**src/rtl/align_chk_pkg.sv**
```systemverilog
package align_chk_pkg;

    localparam int unsigned TYPE_W = 4;
    localparam int unsigned OSZ_W  = 2;
    localparam int unsigned CPL_W  = 2;
    localparam int unsigned LG_W   = 3;
    localparam int unsigned VEC_W  = 8;

    localparam logic [VEC_W-1:0] ALIGN_VECTOR = 8'd17;
    localparam logic [CPL_W-1:0] USER_CPL     = 2'd3;

    typedef enum logic [TYPE_W-1:0] {
        DT_BYTE     = 4'd0,
        DT_WORD     = 4'd1,
        DT_DWORD    = 4'd2,
        DT_QWORD    = 4'd3,
        DT_BITSTR   = 4'd4,
        DT_VEC128   = 4'd5,
        DT_VEC64    = 4'd6,
        DT_SELECTOR = 4'd7,
        DT_NPTR32   = 4'd8,
        DT_FPTR32   = 4'd9,
        DT_FPTR48   = 4'd10,
        DT_FLT_SP   = 4'd11,
        DT_FLT_DP   = 4'd12,
        DT_FLT_EP   = 4'd13,
        DT_FSAVE    = 4'd14,
        DT_RSVD     = 4'd15
    } dtype_e;

    typedef enum logic [OSZ_W-1:0] {
        OSZ_16  = 2'd0,
        OSZ_32  = 2'd1,
        OSZ_64  = 2'd2,
        OSZ_RSV = 2'd3
    } osz_e;

endpackage

```
**src/rtl/align_bound_lut.sv**
```systemverilog
module align_bound_lut
    import align_chk_pkg::*;
(
    input  logic [TYPE_W-1:0] type_i,
    input  logic [OSZ_W-1:0]  osz_i,
    output logic [LG_W-1:0]   lg_o
);

    // log2 of the boundary for size-dependent bit strings
    logic [LG_W-1:0] lg_bitstr;
    // log2 of the boundary for floating-point save areas
    logic [LG_W-1:0] lg_fsave;

    always_comb begin
        unique case (osz_e'(osz_i))
            OSZ_16:  lg_bitstr = 3'd1;
            OSZ_32:  lg_bitstr = 3'd2;
            default: lg_bitstr = 3'd3;
        endcase
        lg_fsave = (osz_e'(osz_i) == OSZ_16) ? 3'd1 : 3'd2;
    end

    always_comb begin
        unique case (dtype_e'(type_i))
            DT_WORD, DT_SELECTOR, DT_FPTR32:             lg_o = 3'd1;
            DT_DWORD, DT_NPTR32, DT_FPTR48, DT_FLT_SP:   lg_o = 3'd2;
            DT_QWORD, DT_VEC64, DT_FLT_DP, DT_FLT_EP:    lg_o = 3'd3;
            DT_VEC128:                                   lg_o = 3'd4;
            DT_BITSTR:                                   lg_o = lg_bitstr;
            DT_FSAVE:                                    lg_o = lg_fsave;
            default:                                     lg_o = 3'd0;
        endcase
    end

endmodule

```
**src/rtl/align_misalign_det.sv**
```systemverilog
module align_misalign_det
    import align_chk_pkg::*;
#(
    parameter int unsigned ADDR_W = 4
) (
    input  logic [ADDR_W-1:0] addr_i,
    input  logic [LG_W-1:0]   lg_i,
    output logic              mis_o
);

    logic [ADDR_W-1:0] below_mask;

    // bit i must be zero when i lies below log2(boundary)
    for (genvar i = 0; i < ADDR_W; i++) begin : g_mask
        assign below_mask[i] = (32'(lg_i) > i);
    end

    assign mis_o = |(addr_i & below_mask);

endmodule

```
**src/rtl/align_enable_gate.sv**
```systemverilog
module align_enable_gate
    import align_chk_pkg::*;
(
    input  logic             valid_i,
    input  logic             cr_am_i,
    input  logic             fl_ac_i,
    input  logic [CPL_W-1:0] cpl_i,
    output logic             chk_en_o
);

    logic both_bits;
    logic user_level;

    assign both_bits  = cr_am_i & fl_ac_i;
    assign user_level = (cpl_i == USER_CPL);
    assign chk_en_o   = valid_i & both_bits & user_level;

endmodule

```
**src/rtl/align_chk_unit.sv**
```systemverilog
module align_chk_unit
    import align_chk_pkg::*;
#(
    parameter int unsigned ADDR_W = 4,
    parameter int unsigned IP_W   = 48,
    parameter int unsigned ERR_W  = 32
) (
    input  logic              clk_i,
    input  logic              rst_ni,
    input  logic              req_valid_i,
    input  logic [ADDR_W-1:0] req_addr_i,
    input  logic [3:0]        req_type_i,
    input  logic [1:0]        req_osz_i,
    input  logic [IP_W-1:0]   req_ip_i,
    input  logic              cr_am_i,
    input  logic              fl_ac_i,
    input  logic [1:0]        cpl_i,
    output logic              fault_o,
    output logic [7:0]        fault_vec_o,
    output logic [ERR_W-1:0]  fault_err_o,
    output logic [ADDR_W-1:0] fault_addr_o,
    output logic [3:0]        fault_type_o,
    output logic [IP_W-1:0]   fault_ip_o
);

    typedef struct packed {
        logic              fault;
        logic [VEC_W-1:0]  vec;
        logic [ADDR_W-1:0] addr;
        logic [TYPE_W-1:0] dtype;
        logic [IP_W-1:0]   ip;
    } rpt_t;

    logic [LG_W-1:0] lg;
    logic            mis;
    logic            chk_en;
    rpt_t            rpt_d;
    rpt_t            rpt_q;

    align_bound_lut i_lut (
        .type_i (req_type_i),
        .osz_i  (req_osz_i),
        .lg_o   (lg)
    );

    align_misalign_det #(.ADDR_W(ADDR_W)) i_det (
        .addr_i (req_addr_i),
        .lg_i   (lg),
        .mis_o  (mis)
    );

    align_enable_gate i_gate (
        .valid_i  (req_valid_i),
        .cr_am_i  (cr_am_i),
        .fl_ac_i  (fl_ac_i),
        .cpl_i    (cpl_i),
        .chk_en_o (chk_en)
    );

    always_comb begin
        rpt_d       = rpt_q;
        rpt_d.fault = 1'b0;
        if (chk_en && mis) begin
            rpt_d.fault = 1'b1;
            rpt_d.vec   = ALIGN_VECTOR;
            rpt_d.addr  = req_addr_i;
            rpt_d.dtype = req_type_i;
            rpt_d.ip    = req_ip_i;
        end
    end

    always_ff @(posedge clk_i or negedge rst_ni) begin
        if (!rst_ni) begin
            rpt_q <= '0;
        end else begin
            rpt_q <= rpt_d;
        end
    end

    assign fault_o      = rpt_q.fault;
    assign fault_vec_o  = rpt_q.vec;
    assign fault_err_o  = '0;
    assign fault_addr_o = rpt_q.addr;
    assign fault_type_o = rpt_q.dtype;
    assign fault_ip_o   = rpt_q.ip;

endmodule

```
**config.mk**
```make
export PLATFORM = sky130hd
export DESIGN_NAME = align_chk_unit
export DESIGN_NICKNAME = d
export VERILOG_FILES = /design/src/rtl/align_chk_pkg.sv /design/src/rtl/align_bound_lut.sv /design/src/rtl/align_misalign_det.sv /design/src/rtl/align_enable_gate.sv /design/src/rtl/align_chk_unit.sv
export SDC_FILE = /design/constraint.sdc
export NUM_CORES = 1
export LEC_CHECK = 0
export ABC_AREA = 1
export BUFFER_PORTS_ARGS = -buffer_cell sky130_fd_sc_hd__buf_4
export CAP_MARGIN = 30
export CORE_MARGIN = 3
export CORE_UTILIZATION = 35
export CTS_CLUSTER_SIZE = 20
export DETAILED_ROUTE_END_ITERATION = 10
export GPL_TIMING_DRIVEN = 0
export PLACE_DENSITY = 0.66
export SKIP_LAST_GASP = 1
export SYNTH_ARGS = -nofsm -noshare
export SYNTH_HDL_FRONTEND = slang
export SYNTH_SLANG_ARGS = --single-unit
```
**constraint.sdc**
```tcl
create_clock -name clk_i -period 1.6 [get_ports clk_i]
set_input_delay 0.24 -clock clk_i [delete_from_list [all_inputs] [get_ports clk_i]]
set_output_delay 0.24 -clock clk_i [all_outputs]
set_load 0.03 [all_outputs]
```
==> results.md, run 1 <==
* Outcome: complete, but fails checks
* Failing checks: hold timing
* Initial antenna violation count at 0
* Area Overhead vs Synth at 49.7%
* DPL Wire Length at 5610 um
* DRC at 0
* Drt first pass iters at 4
* Pin count of the biggest net entering global routing at 59
* DP Worst Slack at -0.156 ns
* I/O pins at roughly 160
* Ratio of cells with drive above 1 in the final layout at 37.7%
* Clk slew on worst S/H paths at roughly 0.070 ns
* Crit path largest cell delay at 0.45 ns
* Initial drt markers at 100
* Cts repair resizes at 0
* Core box area at ~0.0075 mm^2
* Ys flop type: dfrtp_1
* Die ar. at between 0.009 and 0.01 mm^2
* Design area at between 0.004 and 0.005 mm^2
* Mapped cell area at about 0.0028 mm^2
* EDFF count, synth at 0
* Initial Util at 37.4%
* CTS Buf Count at 9
* Share of synthesized flip-flops with an asynchronous set or reset at 100%
* Clock Skew at 0 ns
* Yosys warning total at 0
* Maximum clock frequency at approximately 700 MHz
* Distinct cells, synth at 19
* Share of the synthesized area in the top cell type at approximately 52%
* Count leader, synth: nand2_1
* First-pass GRT wire length at 11400 um
* Syn avg cell area at 8.26 um^2
* Row cnt at 31
* Top cells by instance count after synthesis: 132 x nand2_1, 65 x nand3_1, 58 x dfrtp_1, 44 x buf_4, 9 x inv_1
* Placed Area at around 0.004 mm^2
* Post-synth top area cell: dfrtp_1
* Worst-path cell chain: buf_4 -> nand3_1 -> nor2_1 -> clkbuf_1 -> buf_1 -> nand3_1 -> nand2_1
* Tmin final at between 1 and 1.5 ns
* Vias per cell at roughly 4.2
* Wirelength per Cell at around 12 um
* Setup bufs post-CTS at 0
* All-Layer GR Usage at 16.4%
* Clock tree buffer depth at 2
* CP max stage cell: clkbuf_1
* IO buf count at between 100 and 150
* CTS tree: built
* CP Launch Type: input port
* # clock sinks at 58
* Critical Path Sink Type: flip-flop
* DRT Wirelength at around 7400 um
* Total power at approximately 5.5 mW
* Total gr overflow at 0
* Final Setup Violations at 0
* Post-Syn Instances at between 300 and 400
* Rel. slew slack at 49.8%
* Cts hold-fix bufs at 0
* Min Hold Slack at -0.0375 ns
* Synth top area cells: dfrtp_1 52%, nand2_1 18%, buf_4 12%
* WP data arrival at about 1.7 ns
* Crit path top cell by count: nand3_1
* VDD IR max at around 0.57 mV
* Final period util at about 90%
* Antenna-violating nets left at 0
* Critical Path RT at 1.86 ns
* Chip height at 95.4 um
* Clk root buf: clkbuf_8
* Vias in the first global route at approximately 2400
* Worst skew pair latency at ~0.32 ns
* Final hold vios at 17
* Vias at between 2000 and 3000
* Worst path bufs/invs at 3
* Power Density at ~1300 mW/mm^2
* Placer Congestion at 0.766
* Cell family with most CP delay: buffers and inverters
* LEAKAGE at roughly 2.5 nW
* Worst-margin pin slew at ~0.75 ns
* Crit path kind: in -> reg
* Setup WS post-layout at about 0.17 ns
* RSZ-0062 raised after global routing: false
* CP max FO at 10
* Max Cap Violations at 0
* Die X at 95.4 um
* Fin. max-slew vios at 0
* Number of inserted diodes at 0
* Nets@finish at roughly 580
* Hold crit path type: in -> async
* Seq/Total Area, Yosys at between 50% and 60%
* H-tree depth at 3
* Synthesis-stage register bit count at 58
## area by class of cell
class	count	area [um^2]
sequential	58	1450
clock inverter	5	52.6
timing repair buffer	123	923
inverter	11	41.3
buffer	57	407
tap	99	124
clock buffer	11	151
fill	697	3300
multi-input combinational	250	1040
## metrics by stage
stage / hold slack, ns / cells / utilization (%) / setup TNS, ns
after floorplan: -0.0556 / 376 / - / 0
after global placement: 0.352 / 598 / 53.2 / -5.50
after detailed placement: 0.363 / 598 / 53.2 / -5.59
after CTS: 0.000380 / 614 / 56.0 / 0
after global routing: 0.0366 / 614 / 56.0 / 0
final: -0.0375 / 614 / 56.0 / 0
## flip-flops by register name, summed over array words and instances (netlist names)
register,cells
fault_ip_o,48
fault_o,1
fault_type_o,4
fault_addr_o,4
fault_vec_o,1
## power breakdown
part / total, mW / switching (mW) / internal (mW)
clock network: 1.37 / 0.571 / 0.795
registers: 2.01 / 0.194 / 1.82
logic: 2.14 / 1.35 / 0.789
## final timing paths
path	start	endpoint	slack [ns]	cells past startpoint
setup / recovery	cr_am_i	fault_ip_o[33]	0.17	7
hold / removal	rst_ni	fault_ip_o[1]	-0.04	1
setup reg to reg	fault_ip_o[3]	fault_ip_o[3]	0.96	2
hold reg to reg	fault_ip_o[13]	fault_ip_o[13]	0.47	2
max in group asynchronous	rst_ni	fault_ip_o[13]	1.11	1
min in group clk_i	req_ip_i[0]	fault_ip_o[0]	0.13	3
## per-layer routing
metal	up-vias	part of all wire (%)	GRT usage (%)
met5	-	0	0
met3	8	8.5	3.87
met2	104	49	27.6
li1	1332	-	-
met4	0	1.5	7.11
met1	1152	41	20.0
## layout by cell type (no fill, tap or decap)
| cell | n |
|---|---|
| buf_2 | 4 |
| nand3_1 | 65 |
| nor3_1 | 1 |
| and2_1 | 1 |
| bufinv_16 | 1 |
| buf_1 | 2 |
| clkbuf_8 | 11 |
| a211o_1 | 1 |
| dfrtp_1 | 58 |
| nand2_2 | 2 |
| clkinvlp_4 | 1 |
| conb_1 | 38 |
| buf_6 | 3 |
| buf_4 | 167 |
| a21oi_1 | 2 |
| inv_1 | 9 |
| clkinv_2 | 3 |
| nand2_1 | 132 |
| nor2_2 | 1 |
| clkinv_1 | 1 |
| inv_2 | 1 |
| clkbuf_1 | 4 |
| nor2_1 | 7 |
## kinds of logic after synthesis
kind of cell / after synthesis / share of synthesized area [%]
DFF: 58 / 51.9
and+or+nand+nor: 209 / 31.3
buffers and inverters: 68 / 16.0
other: 1 / 0.134
AOI/OAI and AO/OA: 3 / 0.671
(Power assumes the default switching activity.)
==> run 2: changes to the inputs <==
- CORE_ASPECT_RATIO: default -> 1.25
- GPL_TIMING_DRIVEN: 0 -> default
- HOLD_SLACK_MARGIN: default -> 0.15
==> run 2 against run 1 <==
The run now ends clean. First-iteration DRC count down 17%. Clock power is 11% higher. Clock skew unchanged. Register-to-register slack about the same. Routed wire length increased by 6.1%. Combinational power is essentially flat. Critical path type unchanged. Highest routed layer unchanged.
==> results.md, run 2 (same netlist as run 1, synthesis figures left out) <==
* DRC at 0 (unchanged)
* VDD IR max at 0.679 mV (+19%)
* Final hold vios at 0 (-17)
* Core box area at 0.00758 mm^2 (+1.2%)
* Worst skew pair latency at 0.32 ns (about the same)
* All-Layer GR Usage at 16.9% (+0.49 points)
* Hold crit path type: in -> reg
* Most frequent cells in the layout: 132 x nand2_1, 127 x buf_4, 65 x nand3_1
* Power Density at 1290 mW/mm^2 (-2.5%)
* I/O pins at 162 (unchanged)
* Clock Skew at 0 ns (unchanged)
* LEAKAGE at 2.52 nW (+1.1%)
* Vias per cell at 4.44 (+5.1%)
* Fin. max-slew vios at 0 (unchanged)
* Wirelength per Cell at 12.9 um (+6.9%)
* Maximum clock frequency at 660 MHz (-5.4%)
* Initial drt markers at 83 (-17%)
* Setup bufs post-CTS at 0 (unchanged)
* H-tree depth at 3 (unchanged)
* CTS Buf Count at 9 (unchanged)
* Die ar. at 0.00911 mm^2 (about the same)
* Placer Congestion at 0.790 (+3.1%)
* Total gr overflow at 0 (unchanged)
* Row cnt at 35 (+13%)
* CP Launch Type: input port
* Total power at 5.70 mW (+3.2%)
* Area Overhead vs Synth at 58.6%
* DP Worst Slack at -0.0491 ns (+0.106 ns)
* Outcome: complete, no violations
* IO buf count at 123 (unchanged)
* Crit path kind: in -> reg
* Final period util at 94.6% (+5.1 points)
* Min Hold Slack at 0.167 ns (+0.204 ns)
* CTS tree: built
* DRT Wirelength at 7880 um (+6.1%)
* First-pass GRT wire length at 12200 um (+6.7%)
* Initial antenna violation count at 0 (unchanged)
* Clock tree buffer depth at 2 (unchanged)
* Pin count of the biggest net entering global routing at 57 (-3.4%)
* Clk root buf: clkbuf_8
* Fillers at 685 (-1.7%)
* # clock sinks at 58 (unchanged)
* RSZ-0062 raised after global routing: false
* Tmin final at 1.51 ns (+0.0820 ns)
* DPL Wire Length at 5190 um (-7.5%)
* Number of flip-flops in the largest register at 48 (unchanged)
* Critical Path RT at 1.81 ns (-0.05 ns)
* Vias at 2707 (+4.3%)
* Vias in the first global route at 2573 (+5.6%)
* Chip height at 106 um (+11%)
* Drt first pass iters at 4 (unchanged)
* Most common cell after layout, fill and taps aside: nand2_1
* Number of inserted diodes at 0 (unchanged)
* Antenna-violating nets left at 0 (unchanged)
* Fin util at 58.6% (+2.6 points)
* Die X at 86.0 um (-9.9%)
* WP data arrival at 1.73 ns (+0.03 ns)
* Initial Util at 36.9% (-0.44 points)
* Clk slew on worst S/H paths at 0.06 ns (about the same)
* CP max FO at 56 (+46)
* Setup WS post-layout at 0.0856 ns (-0.0820 ns)
* Ratio of cells with drive above 1 in the final layout at 29.4% (-8.3 points)
* Max Cap Violations at 0 (unchanged)
* Final Setup Violations at 0 (unchanged)
* Critical Path Sink Type: flip-flop
* Nets@finish at 577 (+0.35%)
[run 2: changes by cell type in the layout (fill, tap and decap cells not counted), sizes merged]
cell,previous run,this run
clkinv,4,3
clkinvlp,1,0
dlygate4sd3,0,50
buf,176,131
bufinv,1,2
clkbuf,15,13
[run 2: worst paths after layout]
path                                 from  cells after the start         endpoint  slack (ns)
setup / recovery            req_addr_i[3]                      8    fault_ip_o[8]        0.09
hold / removal              req_addr_i[2]                      3  fault_addr_o[2]        0.17
setup reg to reg           fault_ip_o[26]                      2   fault_ip_o[26]        0.96
hold reg to reg             fault_ip_o[5]                      2    fault_ip_o[5]        0.47
max in group asynchronous          rst_ni                      3   fault_ip_o[46]        0.77
min in group asynchronous          rst_ni                      2    fault_ip_o[9]        0.34
[run 2: repair_timing]
item / CTS / global route
gates resized for setup: 0 / 2
hold buffers: 50 / 0
setup endpoints to repair: 0 / 2
endpoints found under the hold margin: 107 / 0
[run 2: metrics by stage]
step                      cell area (um^2)  TNS (ns)  cells
after global routing                  4440         0    609
final                                 4440         0    609
after global placement                3670         0    542
after detailed placement              3670     -1.09    542
after floorplan                       2940         0    376
after CTS                             4400         0    608
[run 2: cell type report]
cell class / instances / area (um^2) / share of cell area, %
sequential: 58 / 1450 / 32.7
tap: 92 / 115 / 2.59
inverter: 11 / 41.3 / 0.930
timing repair buffer: 182 / 1550 / 34.9
clock inverter: 4 / 73.8 / 1.66
multi-input combinational: 250 / 1050 / 23.7
clock buffer: 12 / 155 / 3.50
[run 2: power breakdown]
group / switching (mW) / internal [mW] / leakage (nW) / total, mW
registers: 0.199 / 1.82 / 0.746 / 2.02
clock network: 0.553 / 0.962 / 0.117 / 1.52
logic: 1.37 / 0.803 / 1.65 / 2.17
total: 2.12 / 3.59 / 2.52 / 5.70
[run 2: critical path, stage by stage]
cell	delay, ns
dlygate4sd3_1	0.53
buf_4	0.14
a211o_1	0.28
nand2_1	0.08
nand2_2	0.09
buf_12	0.21
nand3_1	0.10
nand2_1	0.06
[run 2: routing by layer]
| metal | vias up | global-route usage (%) | part of all wire (%) |
|---|---|---|---|
| met5 | - | 0 | 0 |
| li1 | 1341 | - | - |
| met3 | 17 | 4.11 | 8.7 |
| met4 | 0 | 9.05 | 2.6 |
| met1 | 1225 | 20.5 | 41 |
| met2 | 124 | 27.3 | 48 |
